## src/rtl/rot_irq_pkg.sv

```systemverilog
package rot_irq_pkg;

  typedef struct packed {
    logic setInt;
    logic clrInt;
  } ctrlStrobes_t;

endpackage

```

## src/rtl/rot_irq_scan.sv

```systemverilog
module rot_irq_scan #(
  parameter int NUM_LEVELS = 8,
  localparam int LVL_W = $clog2(NUM_LEVELS)
) (
  input  logic [NUM_LEVELS-1:0] reqVec,
  input  logic [NUM_LEVELS-1:0] inSvcVec,
  input  logic [NUM_LEVELS-1:0] maskVec,
  input  logic [LVL_W-1:0]      lowPtr,
  input  logic                  specialMask,
  output logic                  blocked,
  output logic                  anyCand,
  output logic                  winValid,
  output logic [LVL_W-1:0]      winLevel,
  output logic [NUM_LEVELS-1:0] eoiClearVec
);

  function automatic logic [LVL_W:0] firstSet(input logic [NUM_LEVELS-1:0] v);
    logic [LVL_W:0] r;
    r = '0;
    for (int i = NUM_LEVELS - 1; i >= 0; i--) begin
      if (v[i]) r = {1'b1, LVL_W'(i)};
    end
    return r;
  endfunction

  logic [LVL_W-1:0]      topPos;
  logic [NUM_LEVELS-1:0] candVec;
  logic [NUM_LEVELS-1:0] rotIsr;
  logic [NUM_LEVELS-1:0] rotCand;
  logic [NUM_LEVELS-1:0] allowed;
  logic [LVL_W:0]        isrHit;
  logic [LVL_W:0]        winHit;

  assign topPos  = lowPtr + LVL_W'(1);
  assign candVec = reqVec & ~maskVec;
  assign anyCand = |candVec;

  // Rotate both vectors so index 0 is the highest-priority level.
  for (genvar g = 0; g < NUM_LEVELS; g++) begin : g_rot
    logic [LVL_W-1:0] srcIdx;
    assign srcIdx     = topPos + LVL_W'(g);
    assign rotIsr[g]  = inSvcVec[srcIdx];
    assign rotCand[g] = candVec[srcIdx];
    assign allowed[g] = specialMask ? ~rotIsr[g]
                                    : (~isrHit[LVL_W] | (LVL_W'(g) < isrHit[LVL_W-1:0]));
  end

  assign isrHit   = firstSet(rotIsr);
  assign winHit   = firstSet(rotCand & allowed);
  assign blocked  = ~specialMask & isrHit[LVL_W] & (isrHit[LVL_W-1:0] == '0);
  assign winValid = winHit[LVL_W];
  assign winLevel = topPos + winHit[LVL_W-1:0];

  always_comb begin
    eoiClearVec = '0;
    if (isrHit[LVL_W]) eoiClearVec[topPos + isrHit[LVL_W-1:0]] = 1'b1;
  end

endmodule

```

## src/rtl/rot_irq_ctrl.sv

```systemverilog
module rot_irq_ctrl
  import rot_irq_pkg::*;
(
  input  logic         svcStrobe,
  input  logic         ackClear,
  input  logic         intOut,
  input  logic         blocked,
  input  logic         anyCand,
  input  logic         winValid,
  output ctrlStrobes_t strobes
);

  logic intBusy;
  logic evalGo;

  assign intBusy = intOut & ~ackClear;
  assign evalGo  = svcStrobe & ~blocked;

  always_comb begin
    strobes.setInt = evalGo & anyCand & ~intBusy & winValid;
    strobes.clrInt = ackClear | (evalGo & ~anyCand & intOut);
  end

endmodule

```

## src/rtl/rot_irq_outreg.sv

```systemverilog
module rot_irq_outreg
  import rot_irq_pkg::*;
#(
  parameter int LVL_W = 3
) (
  input  logic             clk,
  input  logic             rstN,
  input  ctrlStrobes_t     strobes,
  input  logic [LVL_W-1:0] winLevel,
  output logic             intOut,
  output logic [LVL_W-1:0] levelOut
);

  always_ff @(posedge clk or negedge rstN) begin
    if (!rstN) begin
      intOut   <= 1'b0;
      levelOut <= '0;
    end else if (strobes.setInt) begin
      intOut   <= 1'b1;
      levelOut <= winLevel;
    end else if (strobes.clrInt) begin
      intOut   <= 1'b0;
    end
  end

endmodule

```

## src/rtl/rot_irq_resolver.sv

```systemverilog
module rot_irq_resolver
  import rot_irq_pkg::*;
#(
  parameter int NUM_LEVELS = 8,
  localparam int LVL_W = $clog2(NUM_LEVELS)
) (
  input  logic                  clk,
  input  logic                  rstN,
  input  logic                  svcStrobe,
  input  logic                  ackClear,
  input  logic [NUM_LEVELS-1:0] reqVec,
  input  logic [NUM_LEVELS-1:0] inSvcVec,
  input  logic [NUM_LEVELS-1:0] maskVec,
  input  logic [LVL_W-1:0]      lowPtr,
  input  logic                  specialMask,
  output logic                  intOut,
  output logic [LVL_W-1:0]      levelOut,
  output logic [NUM_LEVELS-1:0] eoiClearVec
);

  ctrlStrobes_t     strobes;
  logic             blocked;
  logic             anyCand;
  logic             winValid;
  logic [LVL_W-1:0] winLevel;

  rot_irq_scan #(.NUM_LEVELS(NUM_LEVELS)) i_scan (
    .reqVec(reqVec), .inSvcVec(inSvcVec), .maskVec(maskVec),
    .lowPtr(lowPtr), .specialMask(specialMask),
    .blocked(blocked), .anyCand(anyCand), .winValid(winValid),
    .winLevel(winLevel), .eoiClearVec(eoiClearVec)
  );

  rot_irq_ctrl i_ctrl (
    .svcStrobe(svcStrobe), .ackClear(ackClear), .intOut(intOut),
    .blocked(blocked), .anyCand(anyCand), .winValid(winValid),
    .strobes(strobes)
  );

  rot_irq_outreg #(.LVL_W(LVL_W)) i_outreg (
    .clk(clk), .rstN(rstN), .strobes(strobes), .winLevel(winLevel),
    .intOut(intOut), .levelOut(levelOut)
  );

endmodule

```

## config.mk

```make
export PLATFORM = sky130hd
export DESIGN_NAME = rot_irq_resolver
export DESIGN_NICKNAME = d
export VERILOG_FILES = /design/src/rtl/rot_irq_pkg.sv /design/src/rtl/rot_irq_scan.sv /design/src/rtl/rot_irq_ctrl.sv /design/src/rtl/rot_irq_outreg.sv /design/src/rtl/rot_irq_resolver.sv
export SDC_FILE = /design/constraint.sdc
export NUM_CORES = 1
export LEC_CHECK = 0
export BUFFER_PORTS_ARGS = -buffer_cell sky130_fd_sc_hd__buf_2
export CORE_MARGIN = 8
export CORE_UTILIZATION = 24
export CTS_BUF_LIST = sky130_fd_sc_hd__clkbuf_4
export DETAILED_ROUTE_END_ITERATION = 16
export GPL_TIMING_DRIVEN = 0
export SETUP_SLACK_MARGIN = 0.1
export SLEW_MARGIN = 25
export SYNTH_ARGS = -nofsm -noshare
export SYNTH_HDL_FRONTEND = slang
export SYNTH_HIERARCHICAL = 1
export SYNTH_SLANG_ARGS = --single-unit
```

## constraint.sdc

```tcl
create_clock -name clk -period 12.65 [get_ports clk]
set_input_delay 2.53 -clock clk [delete_from_list [all_inputs] [get_ports clk]]
set_output_delay 2.53 -clock clk [all_outputs]
set_load 0.01 [all_outputs]
```

# After elaboration in Yosys (flattened, before gate mapping)
# Cells that the tools add are included.
dict set report word_totals {
  regBits 4
  inputBits 32
  out_inout_bits 12
  wordCells 130
}
dict set report op_classes {
  add_sub_neg 10
  n_lt_le_gt_ge 18
  mux 61
  bitwise 35
  n_reduce_logical 4
}
# op n
set op_table {}
lappend op_table {{2-to-1 mux 4 bit} 16}
lappend op_table {{binary-select mux 1 bit (select 3 bit)} 16}
lappend op_table {{< comparator 3 x 4 -> 1 bit (second input constant)} 9}
lappend op_table {{2-to-1 mux 1 bit} 27}
lappend op_table {{bitwise AND 8 bit} 2}
lappend op_table {{inverter 1 bit} 14}
lappend op_table {{adder 3 bit (second input constant)} 4}
lappend op_table {{< comparator 3 bit (first input constant)} 4}
lappend op_table {{bitwise AND 1 bit} 9}
lappend op_table {{bitwise OR 1 bit} 9}
lappend op_table {{2-to-1 mux 8 bit} 1}
lappend op_table {{inverter 8 bit} 1}
lappend op_table {{OR reduction 8 bit} 1}
lappend op_table {{adder 3 x 1 -> 3 bit (second input constant)} 2}
lappend op_table {{adder 3 x 2 -> 3 bit (second input constant)} 2}
lappend op_table {{adder 3 bit} 2}
lappend op_table {{< comparator 1 x 3 -> 1 bit (first input constant)} 2}
lappend op_table {{< comparator 2 x 3 -> 1 bit (first input constant)} 2}
lappend op_table {{demux 1 bit (select 3 bit)} 1}
lappend op_table {{>= comparator 3 x 1 -> 1 bit (second input constant)} 1}
lappend op_table {{zero test 3 bit} 1}
lappend op_table {{nonzero test 2 bit} 1}
lappend op_table {{logical AND 1 bit} 1}

# Longest topological paths before layout
dict set report depth {
  depth_word 26
  depth_mapped 18
  mapped_depth_nobuf 15
}

# By module
# Netlist, hierarchy kept.
# module instances cells_each area_each_um2
set by_module_without_submodules {}
lappend by_module_without_submodules {rot_irq_scan 1 169 1511.4}
lappend by_module_without_submodules {rot_irq_outreg 1 9 146.4}
lappend by_module_without_submodules {rot_irq_ctrl 1 5 36.3}

# Worst setup path after synthesis
# No wires, ideal clock.
dict set report synth_timing {
  kind {input-to-output}
  startpoint {input port lowPtr[0]}
  endpoint {output port eoiClearVec[6]}
  arrival_ns 5.815
  setup_slack_ns 4.305
  path_stages 16
  cell_sequence {buf_6 > inv_2 > ha_1 > buf_6 > buf_6 > mux2_2 > mux4_2 > nand3b_1 > a41oi_2 > nor2_1 > ha_1 > inv_1 > fa_1 > xnor2_1 > mux2i_1 > nor3_1}
}
dict set report synth_between {
  elab_chain_cells 18
  elab_cells_between_ends 39
}
# item line
set synth_rtl {}
lappend synth_rtl {{from (decl)} rot_irq_resolver.sv:14} ;# input logic [LVL_W-1:0] lowPtr,
lappend synth_rtl {{adder 3 x 1 -> 3 bit (*)} rot_irq_scan.sv:34} ;# assign topPos = lowPtr + LVL_W'(1);
lappend synth_rtl {{adder 3 bit} rot_irq_scan.sv:41} ;# assign srcIdx = topPos + LVL_W'(g);
lappend synth_rtl {{binary-select mux 1 bit (select 3 bit)} rot_irq_scan.sv:42} ;# assign rotIsr[g] = inSvcVec[srcIdx];
lappend synth_rtl {{2-to-1 mux 1 bit (not written as such)} rot_irq_scan.sv:42}
lappend synth_rtl {{2-to-1 mux 4 bit (8 in series)} rot_irq_scan.sv:21} ;# if (v[i]) r = {1'b1, LVL_W'(i)};
lappend synth_rtl {{adder 3 bit} rot_irq_scan.sv:56} ;# if (isrHit[LVL_W]) eoiClearVec[topPos + isrHit[LVL_W-1:0]] = 1'b1;
lappend synth_rtl {{< comparator 3 x 4 -> 1 bit (not written as such) or >= comparator 3 x 1 -> 1 bit (tied branches)} rot_irq_scan.sv:56}
lappend synth_rtl {{logical AND 1 bit (not written as such)} rot_irq_scan.sv:56}
lappend synth_rtl {{2-to-1 mux 1 bit (not written as such)} rot_irq_scan.sv:56}
lappend synth_rtl {{demux 1 bit (select 3 bit)} n/a}
lappend synth_rtl {{2-to-1 mux 8 bit (*)} rot_irq_scan.sv:56}
lappend synth_rtl {{to (decl)} rot_irq_resolver.sv:18} ;# output logic [NUM_LEVELS-1:0] eoiClearVec
# Mark *: on every way between the ends. The rest lies on a longest branch, timed or not. The select of a mux whose other input is x is not followed.

# Worst setup path after layout
# Ends and elaborated chain as after synthesis.

==> results.toml <==
[routing]
drt_drc_violations_left = 0
first_iter_violations = 46
firstDrtPassIters = 4
via_per_inst = 4.88
detailroute.via_count = 1582
wl_mm = 4.34
wire_length_per_cell_um = 13.4
final_antenna_net_count = 0

[clocking]
clock_tree_from_tritoncts = "done"
number_of_hold_repair_buffers_added_at_the_cts_stage = 0
htree_levels = 1
numClockSinks = 4
post-cts-setup-buffers = 0
cell_at_the_root_of_the_clock_tree = "clkbuf_4"
clk_pin_slew_worst_paths_ns = 0.04
cts_buffer_depth = 2
insertion_delay_ns = 0.23
numCtsBuffers = 3
cts.repair.resized = 0

[power]
p_per_area_nw_per_um2 = 87.3
cellInternalPower_uw = 98.3
design_power_total_uw = 179
p_switching_uw = 80.4
seq_power_share_pct = 12.4
p_leak_uw = 0.000875
pwr-share-clk_pct = 8.6
highest_ir_drop_seen_on_vdd_mv = 0.0180
switching_share_pct = 45.0
comb_power_share_pct = 79.0

[global_route]
total_global_routing_track_utilization_pct = 8.77
number_of_global_route_vias_before_repair = 1571
grt_use_met2_pct = 14.5
grt_antenna_before_repair = 0
global_route.usage.met1_pct = 12.0
grt_first_pass_wirelength_mm = 7.46
use_met3_pct = 0.969
global_route.overflow_total = 0
busiest_layer = "met2"
maximum_number_of_pins_on_one_net_before_global_route_repair = 11

[floorplan]
core_region_area_um2 = 6830
floorplan.io_pins = 44
die-area_um2 = 10000
die_h_um = 100
die_width_um = 100
num_rows = 30
initial_core_util_pct = 24.8

[setup_path]
timing.critical_path.from_type = "input pin"
worst_setup_path_startpoint = "lowPtr[0]"
data_arrival_time_of_the_critical_path_ns = 6.64
critical_path.reg2reg.endpoint = "i_outreg/levelOut[1]"
critPathMaxStageDelay_ns = 0.57
cpMaxStageDelayCell = "mux2i_1"
critical_path_required_ns = 10.12
timing.critical_path.fanout_max = 10
rrSetupSlack_ns = 11.53
reg2reg_depth = 2
endpoint_kind = "output pin"
critical_path.cell_chain = "buf_2, buf_6, inv_2, ha_1, buf_6, mux4_2, mux2i_1, a41oi_2, nor2_1, ha_1, inv_1, fa_1, xnor2_1, mux2i_1, nor3_1, buf_2"
timing.rr.start = "i_outreg/intOut"
timing_worst_setup_path_type = "in -> out"

[cells_and_area]
num-nets-final = 268
antenna_cells_inserted = 0
area.growth.synth_to_final_pct = 20.8
final_design_area_no_fill_um2 = 2050
layout-drive-gt1-share_pct = 39.0

[sta]
timing.final.crit_period_ns = 9.17
setup-violations-final = 0
worstMarginPinSlew_ns = 0.677
final_min_period_over_clock_period_pct = 72.5
fmax_mhz = 109
skew_ns = 0.000572
rsz_0062_raised_after_global_routing = "false"
relSlewSlack_pct = 53.6
holdWs_ns = 0.503
finalHoldViolCount = 0
post-route-worst-setup-slack_ns = 3.48
tns_ns = 0
slew_violations = 0

[logic_synthesis]
synth_fa_ha_area_share_pct = 5.32
synth-simple-area-share_pct = 22.5
synth_area_leaders = "mux4_2 (19%), mux2_2 (8.6%), mux4_1 (7.8%), mux2i_1 (6.5%), dfrtp_1 (5.9%)"
synth-warning-count = 6
synth_ff_type = "dfrtp_1"
ys_ff_latch = 4
synthXorXnorAreaFrac_pct = 5.24
synth-seq-area-share_pct = 5.91
syn-mean-instance-area_um2 = 9.26
synth.net_count = 221
syn_area_um2 = 1690
synth_cell_types = 49
synth-compound-area-share_pct = 13.0
yosys-mux-area-fraction_pct = 43.0
dominant_combinational_cell_family_by_area_after_synthesis = "multiplexers"
netlist.top_cell.by_area = "mux4_2"
synth_top_area_share_pct = 18.6
synth-edff-count = 0
synthCells = 183
postSynth.asyncResetShare_pct = 100

[worst_hold_path]
timing.hold.worst.class = "reg -> reg"
hold_path_startpoint = "i_outreg/levelOut[0]"
whs_endpoint = "i_outreg/levelOut[0]"
worst_hold_path.num_cells = 1

[place]
port_buffers = 42
post-place-ws_ns = 3.48
detailed_place.area_um2 = 2020
place.gp.congestion = 0.851
hpwl_mm = 3.73

[run_status]
status = "completed"

[run]
maxCapViolCount = 0
## worst max-delay path: cells and delay by family
family | cells | cell delay (ns)
compound gates | 1 | 0.28
simple gates | 2 | 0.32
xor+xnor | 1 | 0.28
mux | 3 | 1.49
buf+inv | 6 | 0.80
fa+ha+maj | 3 | 0.93
## cell type report
cell class              instances  area (um2)
plain buffers                   9        62.6
repair buffers                 42         210
fillers                       765        4780
inverters                       6        22.5
multi-input cells             164        1510
clock buffers                   3        22.5
well taps                      96         120
flip-flops and latches          4         100
## flip-flops by register name, summed over array words and instances (netlist names)
register,flops
i_outreg/intOut,1
i_outreg/levelOut,3
## cells in the final DEF, fill, tap and decap left out, types with 4 or more instances in the layout
cell	instances
a21oi_1	7
nor3_1	5
xnor2_1	4
mux2_2	13
dfrtp_1	4
inv_1	4
nor2b_1	10
ha_1	4
nor2_1	24
mux4_2	14
buf_2	44
mux2i_1	11
nand2_1	17
o21ai_0	4
mux4_1	5
nand2b_1	7
## power by group through the flow
stage	clock network [uW]	logic (uW)	registers, uW
2_1_floorplan	0	101	25.3
3_3_place_gp	0	141	22.3
3_5_place_dp	0	142	22.5
4_1_cts	15.6	143	22.3
5_1_grt	17.8	158	23.1
6_report	15.3	141	22.2
## worst max path at each step
stage	endpoint	slack, ns
after detailed placement	eoiClearVec[6]	3.48
after global routing	eoiClearVec[2]	3.16
after global placement	eoiClearVec[2]	3.54
final	eoiClearVec[6]	3.48
after floorplan	eoiClearVec[6]	4.31
after CTS	eoiClearVec[6]	3.45
## synth_stat cells (all sizes together) (2+ instances only)
| library cell | instances |
|---|---|
| ha | 4 |
| nor2b | 10 |
| nand3b | 2 |
| nor3 | 5 |
| nand2b | 7 |
| inv | 6 |
| nor4 | 2 |
| clkbuf | 3 |
| mux4 | 19 |
| nand3 | 2 |
| fa | 2 |
| a221o | 2 |
| a211oi | 2 |
| xnor2 | 4 |
| mux2 | 14 |
| o21a | 3 |
| dfrtp | 4 |
| mux2i | 12 |
| o21ai | 5 |
| xnor3 | 2 |
| nor2 | 24 |
| nand2 | 17 |
| a21oi | 9 |
| buf | 6 |
## through the flow
stage / util [%] / cells
2_1_floorplan: - / 183
3_3_place_gp: 29.6 / 321
3_5_place_dp: 29.6 / 321
4_1_cts: 30.0 / 324
5_1_grt: 30.0 / 324
6_report: 30.0 / 324
## routing by layer
| metal | vias to the layer above | share of wire, % |
|---|---|---|
| met3 | 0 | 3.0 |
| met1 | 756 | 50 |
| met4 | 0 | 0 |
| met5 | - | 0 |
| li1 | 793 | - |
| met2 | 33 | 47 |
## kinds of logic (layout without fill, tap and decap cells)
group           count (synthesis)  in the layout
buf+inv                        15             60
simple gates                   76             76
fa+ha+maj                       6              6
xor+xnor                        7              7
mux                            45             45
compound gates                 30             30
flops                           4              4
Power figures use the tool's default switching activity.
